`config.mk`:
```
export PLATFORM = sky130hd
export DESIGN_NAME = ir_carrier_mod
export DESIGN_NICKNAME = d
export VERILOG_FILES = /design/src/rtl/ir_mod_pkg.sv /design/src/rtl/ir_mod_regs.sv /design/src/rtl/ir_tick_sel.sv /design/src/rtl/ir_phase_gen.sv /design/src/rtl/ir_carrier_mod.sv
export SDC_FILE = /design/constraint.sdc
export NUM_CORES = 1
export LEC_CHECK = 0
export BUFFER_PORTS_ARGS = -buffer_cell sky130_fd_sc_hd__buf_2
export CAP_MARGIN = 5
export CORE_ASPECT_RATIO = 1.25
export CORE_UTILIZATION = 40
export DETAILED_ROUTE_END_ITERATION = 10
export PLACE_DENSITY = 0.65
export SYNTH_ARGS = -nofsm -noshare
export SYNTH_HDL_FRONTEND = slang
export SYNTH_HIERARCHICAL = 1
export SYNTH_SLANG_ARGS = --single-unit
```
`constraint.sdc`:
```
create_clock -name clk -period 2.7 [get_ports clk]
set_input_delay 0.81 -clock clk [delete_from_list [all_inputs] [get_ports clk]]
set_output_delay 0.81 -clock clk [all_outputs]
set_load 0.05 [all_outputs]
```
`src/rtl/ir_mod_pkg.sv`:
```
package ir_mod_pkg;
  localparam int CTRL_EN_BIT   = 0;
  localparam int CTRL_INIT_BIT = 2;
  localparam int CTRL_SEL_LSB  = 12;
  localparam int SEL_W         = 2;
  localparam int NUM_SRC       = 1 << SEL_W;

  localparam logic ADDR_CTRL = 1'b0;
  localparam logic ADDR_MOD  = 1'b1;

  typedef enum logic [SEL_W-1:0] {
    SRC_SYS   = 2'd0,
    SRC_XTAL3 = 2'd1,
    SRC_1US   = 2'd2,
    SRC_10US  = 2'd3
  } tick_src_e;

  typedef enum logic {
    PH_HIGH = 1'b0,
    PH_LOW  = 1'b1
  } phase_e;

  typedef struct packed {
    logic [SEL_W-1:0] sel;
    logic             init_high;
    logic             enable;
  } ctrl_t;
endpackage

```
`src/rtl/ir_mod_regs.sv`:
```
module ir_mod_regs
  import ir_mod_pkg::*;
#(
  parameter int DATA_W = 32,
  parameter int CNT_W  = 16
) (
  input  logic              clk,
  input  logic              rst,
  input  logic              wr_en,
  input  logic              wr_addr,
  input  logic [DATA_W-1:0] wr_data,
  input  logic              running,
  input  logic              period_end,
  output ctrl_t             ctrl,
  output logic [CNT_W-1:0]  hi_lim,
  output logic [CNT_W-1:0]  lo_lim
);
  localparam int MOD_W = 2 * CNT_W;

  logic [MOD_W-1:0] pend_q;
  logic [MOD_W-1:0] act_q;

  always_ff @(posedge clk) begin
    if (rst) begin
      ctrl   <= '0;
      pend_q <= '0;
      act_q  <= '0;
    end else begin
      if (wr_en && wr_addr == ADDR_CTRL) begin
        ctrl.enable    <= wr_data[CTRL_EN_BIT];
        ctrl.init_high <= wr_data[CTRL_INIT_BIT];
        ctrl.sel       <= wr_data[CTRL_SEL_LSB +: SEL_W];
      end
      if (wr_en && wr_addr == ADDR_MOD) begin
        pend_q <= wr_data[MOD_W-1:0];
      end
      // the active word only moves at a boundary or while idle
      if (!running || period_end) begin
        act_q <= pend_q;
      end
    end
  end

  assign hi_lim = act_q[MOD_W-1:CNT_W];
  assign lo_lim = act_q[CNT_W-1:0];

  // no change to the active word in the middle of a period
  p_word_hold_r8: assert property (@(posedge clk) disable iff (rst)
    (running && !period_end) |=> ($stable(hi_lim) && $stable(lo_lim)));
endmodule

```
`src/rtl/ir_tick_sel.sv`:
```
module ir_tick_sel
  import ir_mod_pkg::*;
#(
  parameter int NSRC = NUM_SRC,
  localparam int SW  = $clog2(NSRC)
) (
  input  logic [NSRC-1:0] src_ticks,
  input  logic [SW-1:0]   sel,
  output logic            tick
);
  logic [NSRC-1:0] hit;

  for (genvar i = 0; i < NSRC; i++) begin : g_src
    assign hit[i] = src_ticks[i] && (sel == SW'(i));
  end

  assign tick = |hit;
endmodule

```
`src/rtl/ir_phase_gen.sv`:
```
module ir_phase_gen
  import ir_mod_pkg::*;
#(
  parameter int CNT_W = 16
) (
  input  logic             clk,
  input  logic             rst,
  input  logic             running,
  input  logic             tick,
  input  logic [CNT_W-1:0] hi_lim,
  input  logic [CNT_W-1:0] lo_lim,
  input  logic             idle_level,
  output logic             carrier_out,
  output logic             period_strobe,
  output logic             period_end
);
  phase_e           ph_q;
  logic [CNT_W-1:0] cnt_q;
  logic [CNT_W-1:0] cur_lim;
  logic             at_lim;

  assign cur_lim    = (ph_q == PH_HIGH) ? hi_lim : lo_lim;
  assign at_lim     = (cnt_q == cur_lim);
  assign period_end = running && tick && (ph_q == PH_LOW) && at_lim;

  always_ff @(posedge clk) begin
    if (rst) begin
      ph_q          <= PH_HIGH;
      cnt_q         <= '0;
      carrier_out   <= 1'b0;
      period_strobe <= 1'b0;
    end else begin
      if (!running) begin
        ph_q  <= PH_HIGH;
        cnt_q <= '0;
      end else if (tick) begin
        if (at_lim) begin
          cnt_q <= '0;
          ph_q  <= (ph_q == PH_HIGH) ? PH_LOW : PH_HIGH;
        end else begin
          cnt_q <= cnt_q + 1'b1;
        end
      end
      carrier_out   <= running ? (ph_q == PH_HIGH) : idle_level;
      period_strobe <= period_end;
    end
  end

  // the counter never passes the limit of the phase it is in
  p_cnt_bound_r4: assert property (@(posedge clk) disable iff (rst)
    cnt_q <= cur_lim);

  // the strobe lasts one cycle and only follows an active burst
  p_strobe_gap_r9: assert property (@(posedge clk) disable iff (rst)
    period_strobe |=> !period_strobe);
  p_strobe_run_r9: assert property (@(posedge clk) disable iff (rst)
    period_strobe |-> $past(running));
endmodule

```
`src/rtl/ir_carrier_mod.sv`:
```
module ir_carrier_mod
  import ir_mod_pkg::*;
#(
  parameter int DATA_W = 32,
  parameter int CNT_W  = 16
) (
  input  logic              clk,
  input  logic              rst,
  input  logic              wr_en,
  input  logic              wr_addr,
  input  logic [DATA_W-1:0] wr_data,
  input  logic              tick_xtal3,
  input  logic              tick_1us,
  input  logic              tick_10us,
  input  logic              mod_en,
  output logic              carrier_out,
  output logic              period_strobe
);
  ctrl_t               ctrl;
  logic [CNT_W-1:0]    hi_lim;
  logic [CNT_W-1:0]    lo_lim;
  logic                running;
  logic                period_end;
  logic                tick;
  logic                idle_level;
  logic [NUM_SRC-1:0]  src_ticks;

  assign running    = ctrl.enable && mod_en;
  assign idle_level = !ctrl.enable && ctrl.init_high;
  // index follows the source codes: system, crystal/3, 1 us, 10 us
  assign src_ticks  = {tick_10us, tick_1us, tick_xtal3, 1'b1};

  ir_mod_regs #(.DATA_W(DATA_W), .CNT_W(CNT_W)) u_regs (
    .clk        (clk),
    .rst        (rst),
    .wr_en      (wr_en),
    .wr_addr    (wr_addr),
    .wr_data    (wr_data),
    .running    (running),
    .period_end (period_end),
    .ctrl       (ctrl),
    .hi_lim     (hi_lim),
    .lo_lim     (lo_lim)
  );

  ir_tick_sel #(.NSRC(NUM_SRC)) u_tick (
    .src_ticks (src_ticks),
    .sel       (ctrl.sel),
    .tick      (tick)
  );

  ir_phase_gen #(.CNT_W(CNT_W)) u_phase (
    .clk           (clk),
    .rst           (rst),
    .running       (running),
    .tick          (tick),
    .hi_lim        (hi_lim),
    .lo_lim        (lo_lim),
    .idle_level    (idle_level),
    .carrier_out   (carrier_out),
    .period_strobe (period_strobe),
    .period_end    (period_end)
  );

  // enabled without modulation rests low
  p_idle_low_r6: assert property (@(posedge clk) disable iff (rst)
    (ctrl.enable && !mod_en) |=> !carrier_out);
  // disabled with hold-high parks the line high
  p_hold_high_r5: assert property (@(posedge clk) disable iff (rst)
    (!ctrl.enable && ctrl.init_high) |=> carrier_out);
  // a burst always opens with the high phase
  p_burst_start_r7: assert property (@(posedge clk) disable iff (rst)
    $rose(running) |=> carrier_out);
endmodule

```
Word level (Yosys, flattened, before mapping)
Cells that the tools add are included.
{"block": "totals", "reg_bits": 87, "in_bits": 40, "out_inout_bits": 2}
{"block": "op_classes", "n_addsub": 1, "eq_ne": 4, "mux": 4, "n_bitwise": 3, "reduce_logical": 17}
{"op": "16-bit two-way mux", "count": 2}
{"op": "16-bit by 1-bit adder with 16-bit output (second input constant)", "count": 1}
{"op": "16-bit equality test", "count": 1}
{"op": "1-bit logical AND", "count": 10}
{"op": "2-bit equality test (second input constant)", "count": 2}
{"op": "4-bit OR reduction", "count": 1}
{"op": "1-bit inverter", "count": 3}
{"op": "2-bit by 1-bit equality test with 1-bit output (second input constant)", "count": 1}
{"op": "1-bit logical NOT", "count": 2}
{"op": "2-bit logical NOT", "count": 1}
{"op": "1-bit two-way mux", "count": 2}
{"op": "2-bit AND reduction", "count": 1}
{"op": "2-bit OR reduction", "count": 1}
{"op": "1-bit logical OR", "count": 1}

Longest topological paths before layout
Gate-level depths: netlist of the first run.
{"block": "logic_depth", "ltp_word": 7, "ltp_mapped": 9, "depth_no_buf": 7}

By module
Netlist of the first run, hierarchy kept.
{"module": "ir_mod_regs", "n_inst": 1, "cells_per_inst": 270, "area_each_um2": 2812.7, "seq_area_each_um2": 1361.3}
{"module": "ir_phase_gen", "n_inst": 1, "cells_per_inst": 131, "area_each_um2": 1177.4, "seq_area_each_um2": 380.4}
{"module": "ir_tick_sel", "n_inst": 1, "cells_per_inst": 1, "area_each_um2": 22.5, "seq_area_each_um2": 0.0}
{"module": "ir_carrier_mod", "n_inst": 1, "cells_per_inst": 3, "area_each_um2": 20.0, "seq_area_each_um2": 0.0}

Worst setup path after synthesis of the first run
Ideal clock, no wire load.
{"block": "synth_timing", "path_type": "input -> register", "start": "input tick_1us", "end": "register u_regs.act_q[10]", "setup_time_ps": 69, "t_arrival_ps": 2300, "t_required_ps": 2631, "setup_slack_ps": 331, "stages": 7, "path_cell_list": "mux4_2 > clkbuf_1 > inv_1 > nor3_1 > and2b_4 > buf_4 > o21ai_1"}
{"block": "synth_via", "elab_chain_cells": 6}
{"item": "start, declared", "line_no": "ir_carrier_mod.sv:13", "rtl": "input logic tick_1us,"}
{"item": "1-bit logical AND", "line_no": "ir_tick_sel.sv:14", "rtl": "assign hit[i] = src_ticks[i] && (sel == SW'(i));"}
{"item": "4-bit OR reduction", "line_no": "ir_tick_sel.sv:17", "rtl": "assign tick = |hit;"}
{"item": "1-bit logical AND (3 in a row)", "line_no": "ir_phase_gen.sv:24", "rtl": "assign period_end = running && tick && (ph_q == PH_LOW) && at_lim;"}
{"item": "via period_end", "line_no": "ir_carrier_mod.sv:23", "rtl": "logic period_end;"}
{"item": "1-bit logical OR", "line_no": "ir_mod_regs.sv:38", "rtl": "if (!running || period_end) begin"}
{"item": "end signal, assigned", "line_no": "ir_mod_regs.sv:39", "rtl": "act_q <= pend_q;"}
{"item": "end, declared", "line_no": "ir_mod_regs.sv:21", "rtl": "logic [MOD_W-1:0] act_q;"}
The timed path passes the listed nets, and every way through them passes these cells.
A chain may end at the register's enable or synchronous reset.

Final worst setup path of the first run
{"block": "layout_timing", "start": "register u_phase.ph_q", "end": "register u_regs.act_q[28]"}
{"block": "layout_via", "elab_chain_cells": 4, "elab_cells_between_ends": 5, "cone_classes": "eq/ne (1); mux (1); reduce/logical (3)"}
{"item": "start, declared", "line_no": "ir_phase_gen.sv:17", "rtl": "phase_e ph_q;"}
{"item": "start signal, assigned", "line_no": "ir_phase_gen.sv:39", "rtl": "ph_q <= (ph_q == PH_HIGH) ? PH_LOW : PH_HIGH;"}
{"item": "16-bit two-way mux", "line_no": "ir_phase_gen.sv:22", "rtl": "assign cur_lim = (ph_q == PH_HIGH) ? hi_lim : lo_lim;"}
{"item": "16-bit equality test", "line_no": "ir_phase_gen.sv:23", "rtl": "assign at_lim = (cnt_q == cur_lim);"}
{"item": "1-bit logical AND (*)", "line_no": "ir_phase_gen.sv:24"}
{"item": "via period_end", "line_no": "ir_carrier_mod.sv:23"}
{"item": "1-bit logical OR (*)", "line_no": "ir_mod_regs.sv:38"}
The timed path passes the listed nets; every way through them passes the cells marked *.

==> flow_summary.json, run 1 <==
{
  "detailed_placer_s_ending_hpwl_mm": 5.75,
  "final_critical_path_share_of_the_clock_period": 0.887,
  "synth_top_flop_cell": "dfxtp_1",
  "routed_via_density": 5.27,
  "tritoncts": "yes",
  "post_cts.repair.setup_buffers": 0,
  "clk_root_buffer_cell": "clkbuf_16",
  "cts_max_level": 3,
  "placement_rows": 40,
  "worst_skew_pair.late_latency_ns": 0.34,
  "power.share.clock": 0.444,
  "design.core.area_sq_mm": 0.00971,
  "combinational_share_of_power": 0.075,
  "sequentialPowerShare": 0.481,
  "floorplan.die.height_um": 114,
  "worst_setup_hold_path_clk_slew_ns": 0.06,
  "drcViolationCount": 0,
  "p_sw_uw": 631,
  "firstDrtPassIters": 4,
  "drv_slew": 0,
  "p_per_area_mw_per_mm2": 613,
  "grt_antenna_before_repair": 0,
  "chipWidth_um": 91.8,
  "fp.dieArea_sq_mm": 0.0105,
  "yosysUniqueCellTypes": 34,
  "post-synth-top-area-cell": "dfxtp_1",
  "maxClockFrequency_mhz": 418,
  "finalCriticalPeriod_ns": 2.39,
  "finalSetupViolations": 0,
  "finalSetupTns_ns": 0,
  "mean_syn_cell_area_sq_um": 9.96,
  "vdd.ir_drop.worst_v": 0.000374,
  "fillerInstances": 954,
  "synth.cells.most_frequent": "dfxtp_1, o21ai_1, nand2b_1",
  "worstPathArrival_ns": 2.61,
  "grt_pass1_vias": 2865,
  "tritoncts_num_sinks": 87,
  "final_nets": 472,
  "i_o_pins": 42,
  "wirelength_mm": 8.38,
  "sw_frac_of_total": 0.226,
  "postCtsHoldBufs": 0,
  "synth_most_common_cell": "dfxtp_1",
  "synth_seq_cells": 87,
  "rsz0062_at_grt": "no",
  "finish.instance_area_sq_mm": 0.00456,
  "area_growth_pct": 13.2,
  "setup_slack_ns": 0.306,
  "rr_startpoint": "u_phase/ph_q",
  "p_leak_nw": 1.57,
  "gp_congestion": 0.774,
  "detail_routed_net_length_per_standard_cell_um": 14.9,
  "grt_usage": 0.172,
  "final.setup_skew_ns": 0.00762,
  "antenna_cells_inserted": 0,
  "outcome": "complete, no violations",
  "end_kind": "register",
  "worst-path-max-fanout": 32,
  "buffer_ports.inserted": 41,
  "async_reset_ff_frac": 0,
  "postPlaceCellArea_sq_mm": 0.00426,
  "detail-route-antenna-nets": 0,
  "overflow": 0,
  "clockBufferDepth": 2,
  "drt_iter0_markers": 153,
  "max_capacitance_violation_total": 0,
  "required_ns": 2.92,
  "synth.yosys.warnings": 6,
  "starting_density_of_the_core": 0.415,
  "ys_seq_area_frac": 0.432,
  "synthesis.area_sq_mm": 0.00403,
  "start_to_end_type_of_the_worst_setup_path": "register to register",
  "grt_first_pass_wirelength_mm": 14.1,
  "yosys.area.top_type_share": 0.432,
  "grt_max_degree": 70,
  "synth_nets": 446,
  "finalHoldViolCount": 0,
  "tritoncts.num_buffers": 9,
  "power_report.internal_total_mw": 2.17,
  "num_vias": 2959,
  "post-place-ws_ns": 0.249,
  "synth-edff-count": 0,
  "hp_start": "u_regs/pend_q[4]",
  "setup.worst_path.start_class": "register",
  "syn-instance-count": 405,
  "crit_path_start": "u_phase/ph_q",
  "synthTopCellsByArea": "dfxtp_1, nand4bb_1, o21ai_1",
  "fin_util": 0.470,
  "worst_hold_path_type": "register to register",
  "cts-resized-gates": 0,
  "final_layout_size_suffix_gt1_frac": 0.165
}
## sequential cells by signal, indices dropped and copies added, names as in the netlist
register,cells
u_regs/pend_q,32
u_phase/cnt_q,16
u_phase/ph_q,1
u_phase/period_strobe,1
u_phase/carrier_out,1
u_regs/act_q,32
u_regs/ctrl,4
## path summary, 6_finish.rpt
check | to | slack [ns] | cells after the start
max reg2reg | u_regs/act_q[28] | 0.31 | 9
min reg2reg | u_regs/pend_q[4] | 0.47 | 2
max | u_regs/act_q[28] | 0.31 | 9
min | u_regs/pend_q[4] | 0.47 | 2
## cell usage in the layout, fill, tap and decap left out, drive strengths merged, types with 2 or more instances in the layout
master / n
dfxtp: 87
o21ai: 61
buf: 50
nand2b: 43
nand4bb: 32
nand4b: 28
mux2i: 25
xnor2: 21
nor2: 20
clkbuf: 11
nand2: 10
xor2: 10
nor4: 6
nand4: 5
clkinv: 4
nand3: 3
and2: 3
inv: 2
nor2b: 2
and4: 2
and3: 2
and2b: 2
## critical path, stage by stage, from the launching register on
cell and delay [ns]:
dfxtp_1 0.35, buf_12 0.19, mux2i_1 0.27, xnor2_1 0.10, nor4_1 0.39, nand4_2 0.19
nor3_2 0.21, buf_4 0.30, nand4bb_1 0.18, o21ai_1 0.07
## cell families (layout without fill, tap and decap cells)
family | after synthesis | count (layout) | share of synthesized area
simple gates | 159 | 159 | 0.289
buf+inv | 37 | 68 | 0.0590
other cells | 1 | 1 | 0.000930
flops | 87 | 87 | 0.432
mux | 26 | 26 | 0.0676
fa+ha+maj | 1 | 1 | 0.00310
xor+xnor | 31 | 31 | 0.0673
compound gates | 63 | 63 | 0.0816
## final cells by class
class / count / area, sq um / share of cell area
multi-input combinational: 281 / 2060 / 0.451
sequential: 87 / 1740 / 0.382
timing repair buffer: 50 / 298 / 0.0653
clock buffer: 11 / 243 / 0.0532
tap: 126 / 158 / 0.0345
clock inverter: 5 / 57.6 / 0.0126
inverter: 2 / 7.51 / 0.00165
## metal layers
| layer | share of wire | vias up | track usage |
|---|---|---|---|
| met5 | 0 | - | 0 |
| met4 | 0.026 | 0 | 0.0917 |
| met3 | 0.023 | 13 | 0.0305 |
| met2 | 0.49 | 34 | 0.284 |
| met1 | 0.46 | 1414 | 0.213 |
| li1 | - | 1498 | - |
## stage by stage
step	cells	power, mW	hold slack (ns)
2_1_floorplan	405	1.52	0.448
3_3_place_gp	546	1.58	0.463
3_5_place_dp	546	1.58	0.471
4_1_cts	562	2.82	0.481
5_1_grt	562	2.91	0.499
6_report	562	2.80	0.473
## power by group through the flow
stage	Combinational (mW)	Sequential [mW]	Clock (mW)
3_3_place_gp	0.204	1.37	0
6_report	0.210	1.34	1.24
4_1_cts	0.211	1.34	1.27
5_1_grt	0.232	1.35	1.33
2_1_floorplan	0.152	1.37	0
3_5_place_dp	0.211	1.37	0
Note: power is estimated with default switching activity, not from simulation.
==> inputs of run 2 (changes only) <==
CTS_BUF_LIST = sky130_fd_sc_hd__clkbuf_4 sky130_fd_sc_hd__clkbuf_8   (was unset)
SYNTH_HIERARCHICAL = unset   (was 1)
==> run 2 against run 1 <==
Design area decreased by 0.99%; largest cell class unchanged; largest power group unchanged; cell count increased by 6.4%; area after synthesis decreased by 1.3%; global-route usage decreased by 1.4 points; worst hold slack got worse by 0.021 ns; synthesized cell count increased by 5.7%; die area decreased by 1.3%; clock power decreased by 23%; worst setup slack got worse by 0.072 ns; maximum frequency decreased by 2.9%; routed wire length decreased by 9.9%; first-iteration DRC count decreased by 52%.
==> flow_summary.json, run 2 <==
{
  "vdd.ir_drop.worst_v": 0.000382,
  "drt_iter0_markers": 73,
  "detail_routed_net_length_per_standard_cell_um": 12.6,
  "design.core.area_sq_mm": 0.00966,
  "starting_density_of_the_core": 0.412,
  "grt_max_degree": 103,
  "detailed_placer_s_ending_hpwl_mm": 5.40,
  "required_ns": 2.94,
  "syn-instance-count": 428,
  "worst-path-max-fanout": 17,
  "ys_seq_area_frac": 0.438,
  "regToRegEndpoint": "u_regs.act_q[1]",
  "setup.worst_path.start_class": "register",
  "grt_first_pass_wirelength_mm": 12.6,
  "finalCriticalPeriod_ns": 2.47,
  "p_leak_nw": 1.56,
  "gp_congestion": 0.835,
  "yosysUniqueCellTypes": 33,
  "final_critical_path_share_of_the_clock_period": 0.913,
  "worst_setup_hold_path_clk_slew_ns": 0.08,
  "num_vias": 2797,
  "synthesis.area_sq_mm": 0.00398,
  "drcViolationCount": 0,
  "finalSetupViolations": 0,
  "routed_via_density": 4.68,
  "p_per_area_mw_per_mm2": 552,
  "rsz0062_at_grt": "no",
  "finalSetupTns_ns": 0,
  "mean_syn_cell_area_sq_um": 9.30,
  "cts_max_level": 3,
  "worstMarginPinSlew_ns": 0.457,
  "layout.cells.most_common": "dfxtp_1",
  "fp.dieArea_sq_mm": 0.0104,
  "yosys.area.top_type_share": 0.438,
  "wirelength_mm": 7.55,
  "path_common_cell": "mux2i_1",
  "synth_seq_cells": 87,
  "hp_start": "u_regs.pend_q[10]",
  "synthTopCellsByArea": "dfxtp_1, mux2i_1, or2b_1",
  "finalHoldViolCount": 0,
  "final_nets": 508,
  "async_reset_ff_frac": 0,
  "clk_root_buffer_cell": "clkbuf_8",
  "tritoncts_num_sinks": 87,
  "tritoncts": "yes",
  "postCtsHoldBufs": 0,
  "chipWidth_um": 91.2,
  "overflow": 0,
  "outcome": "complete, no violations",
  "detail-route-antenna-nets": 0,
  "worstPathArrival_ns": 2.71,
  "synth_nets": 469,
  "i_o_pins": 42,
  "critPathSlowestCell": "or4_4",
  "buffer_ports.inserted": 41,
  "post_cts.repair.setup_buffers": 0,
  "synth-edff-count": 0,
  "relSlewSlack": 0.695,
  "worst_hold_path_type": "register to register",
  "timing.reg2reg.worst_path_depth": 8,
  "start_to_end_type_of_the_worst_setup_path": "register to register",
  "area_growth_pct": 13.6,
  "synth_top_flop_cell": "dfxtp_1",
  "worstHoldPathCells": 2,
  "whs_endpoint": "u_regs.pend_q[10]",
  "crit_path_max_incr_delay_ns": 0.43,
  "cell_chain_critical_path": "buf_4, mux2i_1, xor2_1, nand4_1, or4_4, o311a_2, buf_12, mux2i_1",
  "grt_usage": 0.158,
  "most-common-layout-cells": "dfxtp_1, nand2_1, or2b_1, mux2i_1, buf_2",
  "final_layout_size_suffix_gt1_frac": 0.161,
  "fin_util": 0.468,
  "synth.yosys.warnings": 0,
  "placement_rows": 40,
  "synth_most_common_cell": "dfxtp_1",
  "firstDrtPassIters": 4,
  "floorplan.die.height_um": 114,
  "reg.largest.list": "u_regs.act_q: 32 flops, u_regs.pend_q: 32 flops, u_phase.cnt_q: 16 flops",
  "whs_ns": 0.452,
  "max_capacitance_violation_total": 0,
  "final.setup_skew_ns": 0.0105,
  "tritoncts.num_buffers": 9,
  "final_total_power_mw": 2.49,
  "synth.cells.most_frequent": "dfxtp_1, nand2_1, or2b_1",
  "post-synth-top-area-cell": "dfxtp_1",
  "rr_startpoint": "u_phase.ph_q",
  "grt_pass1_vias": 2636,
  "end_kind": "register",
  "grt_antenna_before_repair": 0,
  "drv_slew": 0,
  "antenna_cells_inserted": 0,
  "clockBufferDepth": 2,
  "maxClockFrequency_mhz": 406,
  "timing.reg2reg.setup_slack_ns": 0.23,
  "cts-resized-gates": 0,
  "worst_skew_pair.late_latency_ns": 0.36
}
==> run 2: final cells by class <==
type / count / area (sq um)
fillers: 952 / 5140
multi-input cells: 311 / 2040
flip-flops and latches: 87 / 1740
repair buffers: 54 / 353
clock buffers: 12 / 159
well taps: 126 / 158
clock inverters: 4 / 53.8
inverters: 4 / 15.0
==> run 2: worst max-delay path by stage <==
| stage | depth (start not counted) | from | to |
|---|---|---|---|
| 2_1_floorplan | 8 | tick_10us | u_regs.act_q[10] |
| 5_1_grt | 8 | u_phase.ph_q | u_regs.act_q[6] |
| 4_1_cts | 8 | u_phase.ph_q | u_regs.act_q[1] |
| 3_3_place_gp | 8 | tick_10us | u_regs.act_q[28] |
| 3_5_place_dp | 8 | tick_1us | u_regs.act_q[1] |
| 6_report | 8 | u_phase.ph_q | u_regs.act_q[1] |
==> run 2: kinds of logic after synthesis <==
| group | count (synthesis) | synth area share |
|---|---|---|
| multiplexers | 54 | 0.136 |
| adder cells (fa/ha/maj) | 1 | 0.00314 |
| buffers and inverters | 30 | 0.0506 |
| flip-flops | 87 | 0.438 |
| XOR/XNOR | 31 | 0.0682 |
| AND/OR/NAND/NOR | 186 | 0.253 |
| AO/OA/AOI/OAI | 39 | 0.0519 |
==> run 2: metal layers <==
layer | up-vias | wire, um | global-route usage
met5 | - | 0 | 0
met4 | 0 | 226 | 0.0794
met1 | 1250 | 3630 | 0.201
met3 | 17 | 246 | 0.0480
met2 | 45 | 3450 | 0.242
li1 | 1485 | - | -
==> run 2: critical path: cells and delay by family (launching register included) <==
kind                   cells  cell delay [ns]
AND/OR/NAND/NOR            2             0.54
multiplexers               2             0.41
flip-flops                 1             0.41
AO/OA/AOI/OAI              1             0.40
buffers and inverters      2             0.37
XOR/XNOR                   1             0.22
==> run 2: where the power goes <==
| group | switching (mW) | internal [mW] | total, mW | leakage (nW) |
|---|---|---|---|---|
| Sequential | 0.0212 | 1.32 | 1.34 | 0.708 |
| Combinational | 0.102 | 0.0997 | 0.202 | 0.751 |
| Clock | 0.459 | 0.490 | 0.949 | 0.102 |
| Total | 0.582 | 1.91 | 2.49 | 1.56 |
==> run 2: stage by stage <==
step | instances | setup slack, ns | cell area (sq um)
global placement | 582 | 0.0838 | 4300
detailed placement | 582 | 0.0453 | 4300
CTS | 598 | 0.113 | 4520
floorplan | 428 | 0.0939 | 3980
finish | 598 | 0.235 | 4520
global route | 598 | 0.108 | 4520
